**src/rtl/buck_pulse_ctrl.sv**
```systemverilog
module buck_pulse_ctrl #(
  parameter int UP_TICKS = 60,
  parameter int OC_STEP  = 4,
  parameter int SKIP_W   = 8
) (
  input  logic              clk,
  input  logic              rst,
  input  logic              fb_low_i,
  input  logic              oc_i,
  output logic              sw_on_o,
  output logic              cycle_start_o,
  output logic [SKIP_W-1:0] skip_count_o
);
  localparam int DN_TICKS = UP_TICKS / 6;
  localparam int CW       = $clog2(UP_TICKS + OC_STEP + 1);

  logic [1:0]    fb_sync, oc_sync;
  logic          up_q, sw_q;
  logic [CW-1:0] cnt_q, step;
  logic          up_end, dn_end;

  assign step    = oc_sync[1] ? CW'(OC_STEP) : CW'(1);
  assign up_end  = up_q && ((cnt_q + step) >= CW'(UP_TICKS));
  assign dn_end  = !up_q && (cnt_q == CW'(DN_TICKS - 1));
  assign sw_on_o = sw_q;

  always_ff @(posedge clk) begin
    if (rst) begin
      fb_sync       <= '0;
      oc_sync       <= '0;
      up_q          <= 1'b1;
      cnt_q         <= '0;
      sw_q          <= 1'b0;
      cycle_start_o <= 1'b0;
      skip_count_o  <= '0;
    end else begin
      fb_sync       <= {fb_sync[0], fb_low_i};
      oc_sync       <= {oc_sync[0], oc_i};
      sw_q          <= up_q && !up_end && (sw_q || fb_sync[1]);
      cycle_start_o <= dn_end;
      if (up_q) begin
        if (up_end) begin
          up_q  <= 1'b0;
          cnt_q <= '0;
        end else begin
          cnt_q <= cnt_q + step;
        end
      end else if (dn_end) begin
        up_q  <= 1'b1;
        cnt_q <= '0;
      end else begin
        cnt_q <= cnt_q + 1'b1;
      end
      if (up_end && !sw_q && (skip_count_o != '1))
        skip_count_o <= skip_count_o + 1'b1;
    end
  end
endmodule


```
**config.mk**
```make
export PLATFORM = sky130hd
export DESIGN_NAME = buck_pulse_ctrl
export DESIGN_NICKNAME = d
export VERILOG_FILES = /design/src/rtl/buck_pulse_ctrl.sv
export SDC_FILE = /design/constraint.sdc
export NUM_CORES = 1
export LEC_CHECK = 0
export ABC_AREA = 1
export BUFFER_PORTS_ARGS = -buffer_cell sky130_fd_sc_hd__buf_2
export CORE_MARGIN = 8
export CORE_UTILIZATION = 54
export CTS_BUF_LIST = sky130_fd_sc_hd__clkbuf_8
export DETAILED_ROUTE_END_ITERATION = 10
export PLACE_DENSITY = 0.82
export SLEW_MARGIN = 10
export SYNTH_ARGS = -nofsm -noshare
export SYNTH_HDL_FRONTEND = slang
export SYNTH_SLANG_ARGS = --single-unit
```
**constraint.sdc**
```tcl
create_clock -name clk -period 1.8 [get_ports clk]
set_input_delay 0.36 -clock clk [delete_from_list [all_inputs] [get_ports clk]]
set_output_delay 0.36 -clock clk [all_outputs]
set_load 0.01 [all_outputs]
```
### Word level (Yosys, flattened, before mapping)

Cells that the tools add are included.

* div/mod/pow operators: 0
* add/subtract/negate cells: 3
* magnitude comparators: 1
* shift-type cells: 0
* $mul: 0
* bitwise logic cells: 0
* reductions and logical operators: 10
* equal/unequal tests: 2
* multiplexer cells: 7

Operators by type and width (number)
* 7-bit 2-to-1 mux: 3
* 8-bit by 1-bit adder with 8-bit output, second input constant: 1
* 8-bit != test, second input constant: 1
* 7-bit by 1-bit adder with 7-bit output, second input constant: 1
* 7-bit by 3-bit adder with 7-bit output: 1
* 7-bit by 4-bit == test with 1-bit output, second input constant: 1
* 7-bit by 6-bit greater-or-equal comparator with 1-bit output, second input constant: 1
* 1-bit logical AND: 6
* 1-bit logical NOT: 3
* 1-bit 2-to-1 mux: 3
* 3-bit 2-to-1 mux: 1
* 1-bit logical OR: 1

* word-level logic and storage cells: 30
* memory bits (read-only): 0
* bits in writable memories: 0
* memories: 0
* bits of input ports: 4
* output and inout port bits: 10
* bits in latches: 0
* flip-flop bits (word level): 22

### Logic depth before layout (Yosys ltp)

* word-level depth: 7
* mapped depth: 13
* mapped depth without buffers: 13

### Worst setup path after synthesis

No wires, ideal clock.

* path kind: register to register
* start: register cnt_q[0]
* end: register skip_count_o[6]
* clock period less this slack: 1701 ps
* path slack: 99 ps
* arrival time: 1634 ps
* data required time: 1733 ps
* setup time: 67 ps
* buffers on the path: 0
* stages on the path, launching flop included: 10
* path through: dfxtp_1 ha_1 ha_1 nand3_2 a21oi_4 xor2_4 nand2_4 nand2_4 nand2_1 a21oi_2

* word-level cells in the longest chain between the ends: 5

RTL lines
* start, declared: line 19 `logic [CW-1:0] cnt_q, step;`
* start signal, assigned: line 46 `cnt_q <= cnt_q + step;`
* start signal, assigned: line 52 `cnt_q <= cnt_q + 1'b1;`
* 7-bit by 3-bit adder with 7-bit output: line 23 `assign up_end = up_q && ((cnt_q + step) >= CW'(UP_TICKS));`
* 7-bit by 6-bit greater-or-equal comparator with 1-bit output: line 23
* 1-bit logical AND: line 23
* 1-bit logical AND (2 in series): line 54 `if (up_end && !sw_q && (skip_count_o != '1))`
* end signal, assigned: line 55 `skip_count_o <= skip_count_o + 1'b1;`
* end, declared: line 12 `output logic [SKIP_W-1:0] skip_count_o`

Every way passes these cells.
A chain may end at the register's enable or synchronous reset.

### Final worst setup path

* start: register cnt_q[0]
* end: register cnt_q[1]

* word-level cells in the longest chain between the ends: 5
* elaborated cells on any way between the ends: 9
* classes of those cells: 2 x add/sub; 1 x order compare; 1 x eq/ne; 3 x mux; 2 x reduce/logical

RTL lines
* 7-bit by 3-bit adder with 7-bit output: line 23, 46
* 7-bit by 6-bit greater-or-equal comparator with 1-bit output: line 23
* 1-bit logical AND: line 23
* 7-bit 2-to-1 mux: line 42 `if (up_end) begin`
* 7-bit 2-to-1 mux (*): line 41 `if (up_q) begin`

Mark *: on every way between the ends. The rest lies on a longest branch, timed or not.

==> flow_summary.rst <==
.. list-table::
   :header-rows: 1

   * - Metric
     - Value
   * - Number of enable flip-flop cells after synthesis
     - 0
   * - Most used routing layer in global routing
     - met2
   * - Final Non-Filler Cells
     - 207
   * - Internal Pwr Total
     - 0.8582 mW
   * - Via-to-Cell Ratio
     - 5.546
   * - Clock-pin slew on the worst setup and hold paths
     - 80 ps
   * - TritonCTS Buffers
     - 3
   * - Slew at the pin closest to its max-slew limit
     - 372.2 ps
   * - MaxCap Viol Count
     - 0
   * - Launching element type of the critical path
     - flip-flop
   * - Worst setup path start
     - cnt_q[0]
   * - Largest driver fanout on the critical path
     - 5
   * - Number of placed I/O pins
     - 14
   * - Headroom to the max-slew limit
     - 0.7519
   * - Global routing usage on met3
     - 0.02827
   * - Leading area contributor after synthesis
     - sky130_fd_sc_hd__dfxtp_1
   * - CP arrival
     - 1980 ps
   * - Placeable core region
     - 2170 um^2
   * - Register bit total from synthesis
     - 22
   * - Post-route design area
     - 1493 um^2
   * - Total of warnings raised by yosys
     - 0
   * - Total number of nets in the final design
     - 190
   * - Number of filler instances in the final layout
     - 174
   * - Root Buffer
     - sky130_fd_sc_hd__clkbuf_8
   * - Antenna viol nets, final
     - 0
   * - Pin count of the biggest net entering global routing
     - 21
   * - Portion of total power attributed to combinational logic
     - 0.117
   * - Total number of H-tree levels
     - 1
   * - Total DRC errors in the routed layout
     - 0
   * - Class of the most critical setup path
     - reg -> reg
   * - Number of different library cells in the post-synthesis netlist
     - 27
   * - Maximum buffer depth of the clock tree
     - 2
   * - Post-synthesis cell count
     - 156
   * - Power density of the placed cells
     - 742.9 nW/um^2
   * - Sum of internal, switching and leakage power
     - 1.109 mW
   * - Status
     - finished clean
   * - Cells taking the most area after synthesis
     - sky130_fd_sc_hd__dfxtp_1 (36%), sky130_fd_sc_hd__nand2_1 (8.4%), sky130_fd_sc_hd__xor2_1 (8.0%)
   * - Worst setup slack after layout
     - 7.494 ps
   * - Area growth, synth to finish
     - 23.24%
   * - Post-CTS Hold Buffers
     - 0
   * - Initial antenna violation count
     - 0
   * - Total Routed Length
     - 2938 um
   * - Clock latency of the later-clocked register in the worst-skew pair
     - 270 ps
   * - Maximum clock frequency
     - 557.9 MHz
   * - Tcrit/Tclk final
     - 0.9958
   * - Total nets after synthesis
     - 166
   * - Clock Skew
     - 5.493 ps
   * - WP data required
     - 1990 ps
   * - TritonCTS clock tree
     - yes
   * - Final worst path period need
     - 1793 ps
   * - DP Cell Count
     - 198
   * - Leading cell type in the layout, fill and taps excluded
     - sky130_fd_sc_hd__nand2_1
   * - Commonest register cell after synthesis
     - sky130_fd_sc_hd__dfxtp_1
   * - Total clock sinks
     - 22
   * - Number of global-route vias before repair
     - 1148
   * - Commonest non-fill, non-tap cells in the layout
     - sky130_fd_sc_hd__nand2_1 (26), sky130_fd_sc_hd__dfxtp_1 (21), sky130_fd_sc_hd__inv_1 (17), sky130_fd_sc_hd__nand3_1 (17), sky130_fd_sc_hd__nor2_1 (17)
   * - Final setup fails
     - 0
   * - Count of port buffers added during placement
     - 13
   * - Average footprint of a synthesized cell
     - 7.764 um^2
   * - Static leakage
     - 0.6508 nW
   * - Final-report max-slew violation count
     - 0
   * - Launch point of the worst reg-to-reg path
     - cnt_q[0]
   * - Peak ir drop on the vdd network
     - 0.0007914 V
   * - Met2 layer usage reported by global route
     - 0.2510
   * - Final Hold Viols
     - 0
   * - Part of the power in the clock network
     - 0.418
   * - Async set-reset flop share out of synthesis
     - 0
   * - Yosys top cell area share
     - 0.3636
   * - Net switching power of the design
     - 0.2507 mW
   * - CP Capture Type
     - flip-flop
   * - Die span in x
     - 63.36 um
   * - Beginning of the worst hold path
     - oc_i
   * - Pre-CTS setup slack
     - -57.57 ps
   * - Setup repair after global routing missed its margin
     - yes
   * - Pre-Repair DR Iteration Count
     - 4
   * - Initial standard-cell utilization of the core
     - 0.5582
   * - Post-detailed-placement cell area
     - 1329 um^2
   * - Post-Synthesis Cell Area
     - 1211 um^2
   * - DR WL/cell
     - 14.19 um
   * - Reg power frac
     - 0.465
   * - Inserted Diodes
     - 0
   * - Post-synthesis sequential area ratio
     - 0.3636
   * - Hpwl dp
     - 1982 um
   * - Overall via count from detail_route
     - 1148
   * - Share of final-layout standard cells stronger than drive strength 1
     - 0.2514
   * - Iteration-0 DRC Markers
     - 51
   * - First-pass GRT wire length
     - 4850 um
   * - Standard-cell row count
     - 17
   * - Path class of the lowest-slack min-delay path
     - in -> reg
   * - Global placement routability congestion
     - 0.9232
   * - Die Outline Area
     - 4014 um^2
   * - Global-route met1 utilization
     - 0.1614
   * - Global-route usage over all layers
     - 0.1476
   * - Die height
     - 63.36 um
   * - Overflow left after global routing
     - 0
   * - Switching part of the total power
     - 0.2261
[metal layers]
layer  wire length [um]  vias up
met2               1467       47
met1               1217      538
met5                  0        -
met3                149       11
met4                104        0
li1                   -      552
[worst max-delay path, stage by stage, from the launching register on]
cell and delay, ps:
sky130_fd_sc_hd__dfxtp_1 390, sky130_fd_sc_hd__ha_4 170, sky130_fd_sc_hd__ha_4 160, sky130_fd_sc_hd__nand3_4 90, sky130_fd_sc_hd__a21oi_4 200, sky130_fd_sc_hd__xor2_4 240, sky130_fd_sc_hd__nand4_1 240, sky130_fd_sc_hd__o21ai_1 220
[power by group through the flow]
stage | combinational [mW] | sequential, mW | clock, mW
after floorplan | 0.0637 | 0.525 | 0
after global placement | 0.0979 | 0.522 | 0
after detailed placement | 0.101 | 0.523 | 0
after CTS | 0.122 | 0.515 | 0.467
after global routing | 0.143 | 0.517 | 0.482
final | 0.130 | 0.516 | 0.463
[synthesized netlist by cell type, types with 2 or more instances]
library cell and instances:
sky130_fd_sc_hd__dfxtp_1 22, sky130_fd_sc_hd__nand2_2 2, sky130_fd_sc_hd__inv_1 18, sky130_fd_sc_hd__o21ai_1 2, sky130_fd_sc_hd__nor2_1 18, sky130_fd_sc_hd__nor3_1 2, sky130_fd_sc_hd__xor2_1 11, sky130_fd_sc_hd__nand2_4 2
sky130_fd_sc_hd__nand3_1 18, sky130_fd_sc_hd__nand2_1 27, sky130_fd_sc_hd__a21oi_1 10, sky130_fd_sc_hd__ha_1 6, sky130_fd_sc_hd__nand4_1 4
[path summary, 6_finish.rpt]
check / endpoint / slack (ps) / cells past startpoint
worst max-delay path: cnt_q[1] / 7 / 7
worst min-delay path: oc_sync[0] / 290 / 3
worst max register to register: cnt_q[1] / 7 / 7
worst min register to register: oc_sync[1] / 400 / 2
[sequential cells by signal, summed over array words and instances (netlist names)]
| name | flops |
|---|---|
| skip_count_o | 8 |
| cnt_q | 7 |
| cycle_start_o | 1 |
| fb_sync | 2 |
| up_q | 1 |
| oc_sync | 2 |
| sw_on_o | 1 |
[what timing repair did]
action                     in CTS  in global routing
setup endpoints to repair      12                 15
gates cloned                    1                  0
pin swaps                       6                  5
buffers inserted                4                  0
resized for setup               9                  4
[final cells by class]
type | instances | area (um^2) | share of cell area
Clock buffer | 3 | 41.29 | 0.02766
Clock inverter | 1 | 30.03 | 0.02012
Inverter | 18 | 67.56 | 0.04526
Multi-Input combinational cell | 114 | 752.0 | 0.5038
Sequential cell | 22 | 441.7 | 0.2959
Tap cell | 28 | 35.03 | 0.02347
Timing Repair Buffer | 21 | 125.1 | 0.08382
[cell families after synthesis]
kind of cell	Yosys count	synth area share
flops	22	0.3636
xor+xnor	13	0.1095
buf+inv	21	0.06610
fa+ha+maj	6	0.06198
simple gates	77	0.3017
compound gates	17	0.09711
[metrics by stage]
stage	TNS, ps	utilization	hold WS, ps
3_5_place_dp	-335.1	0.6125	400.0
4_1_cts	0	0.6834	292.8
5_1_grt	-869.2	0.6880	301.3
6_report	0	0.6880	294.4
2_1_floorplan	0	-	388.3
3_3_place_gp	-9.644	0.6125	389.1
Power figures use the tool's default switching activity.
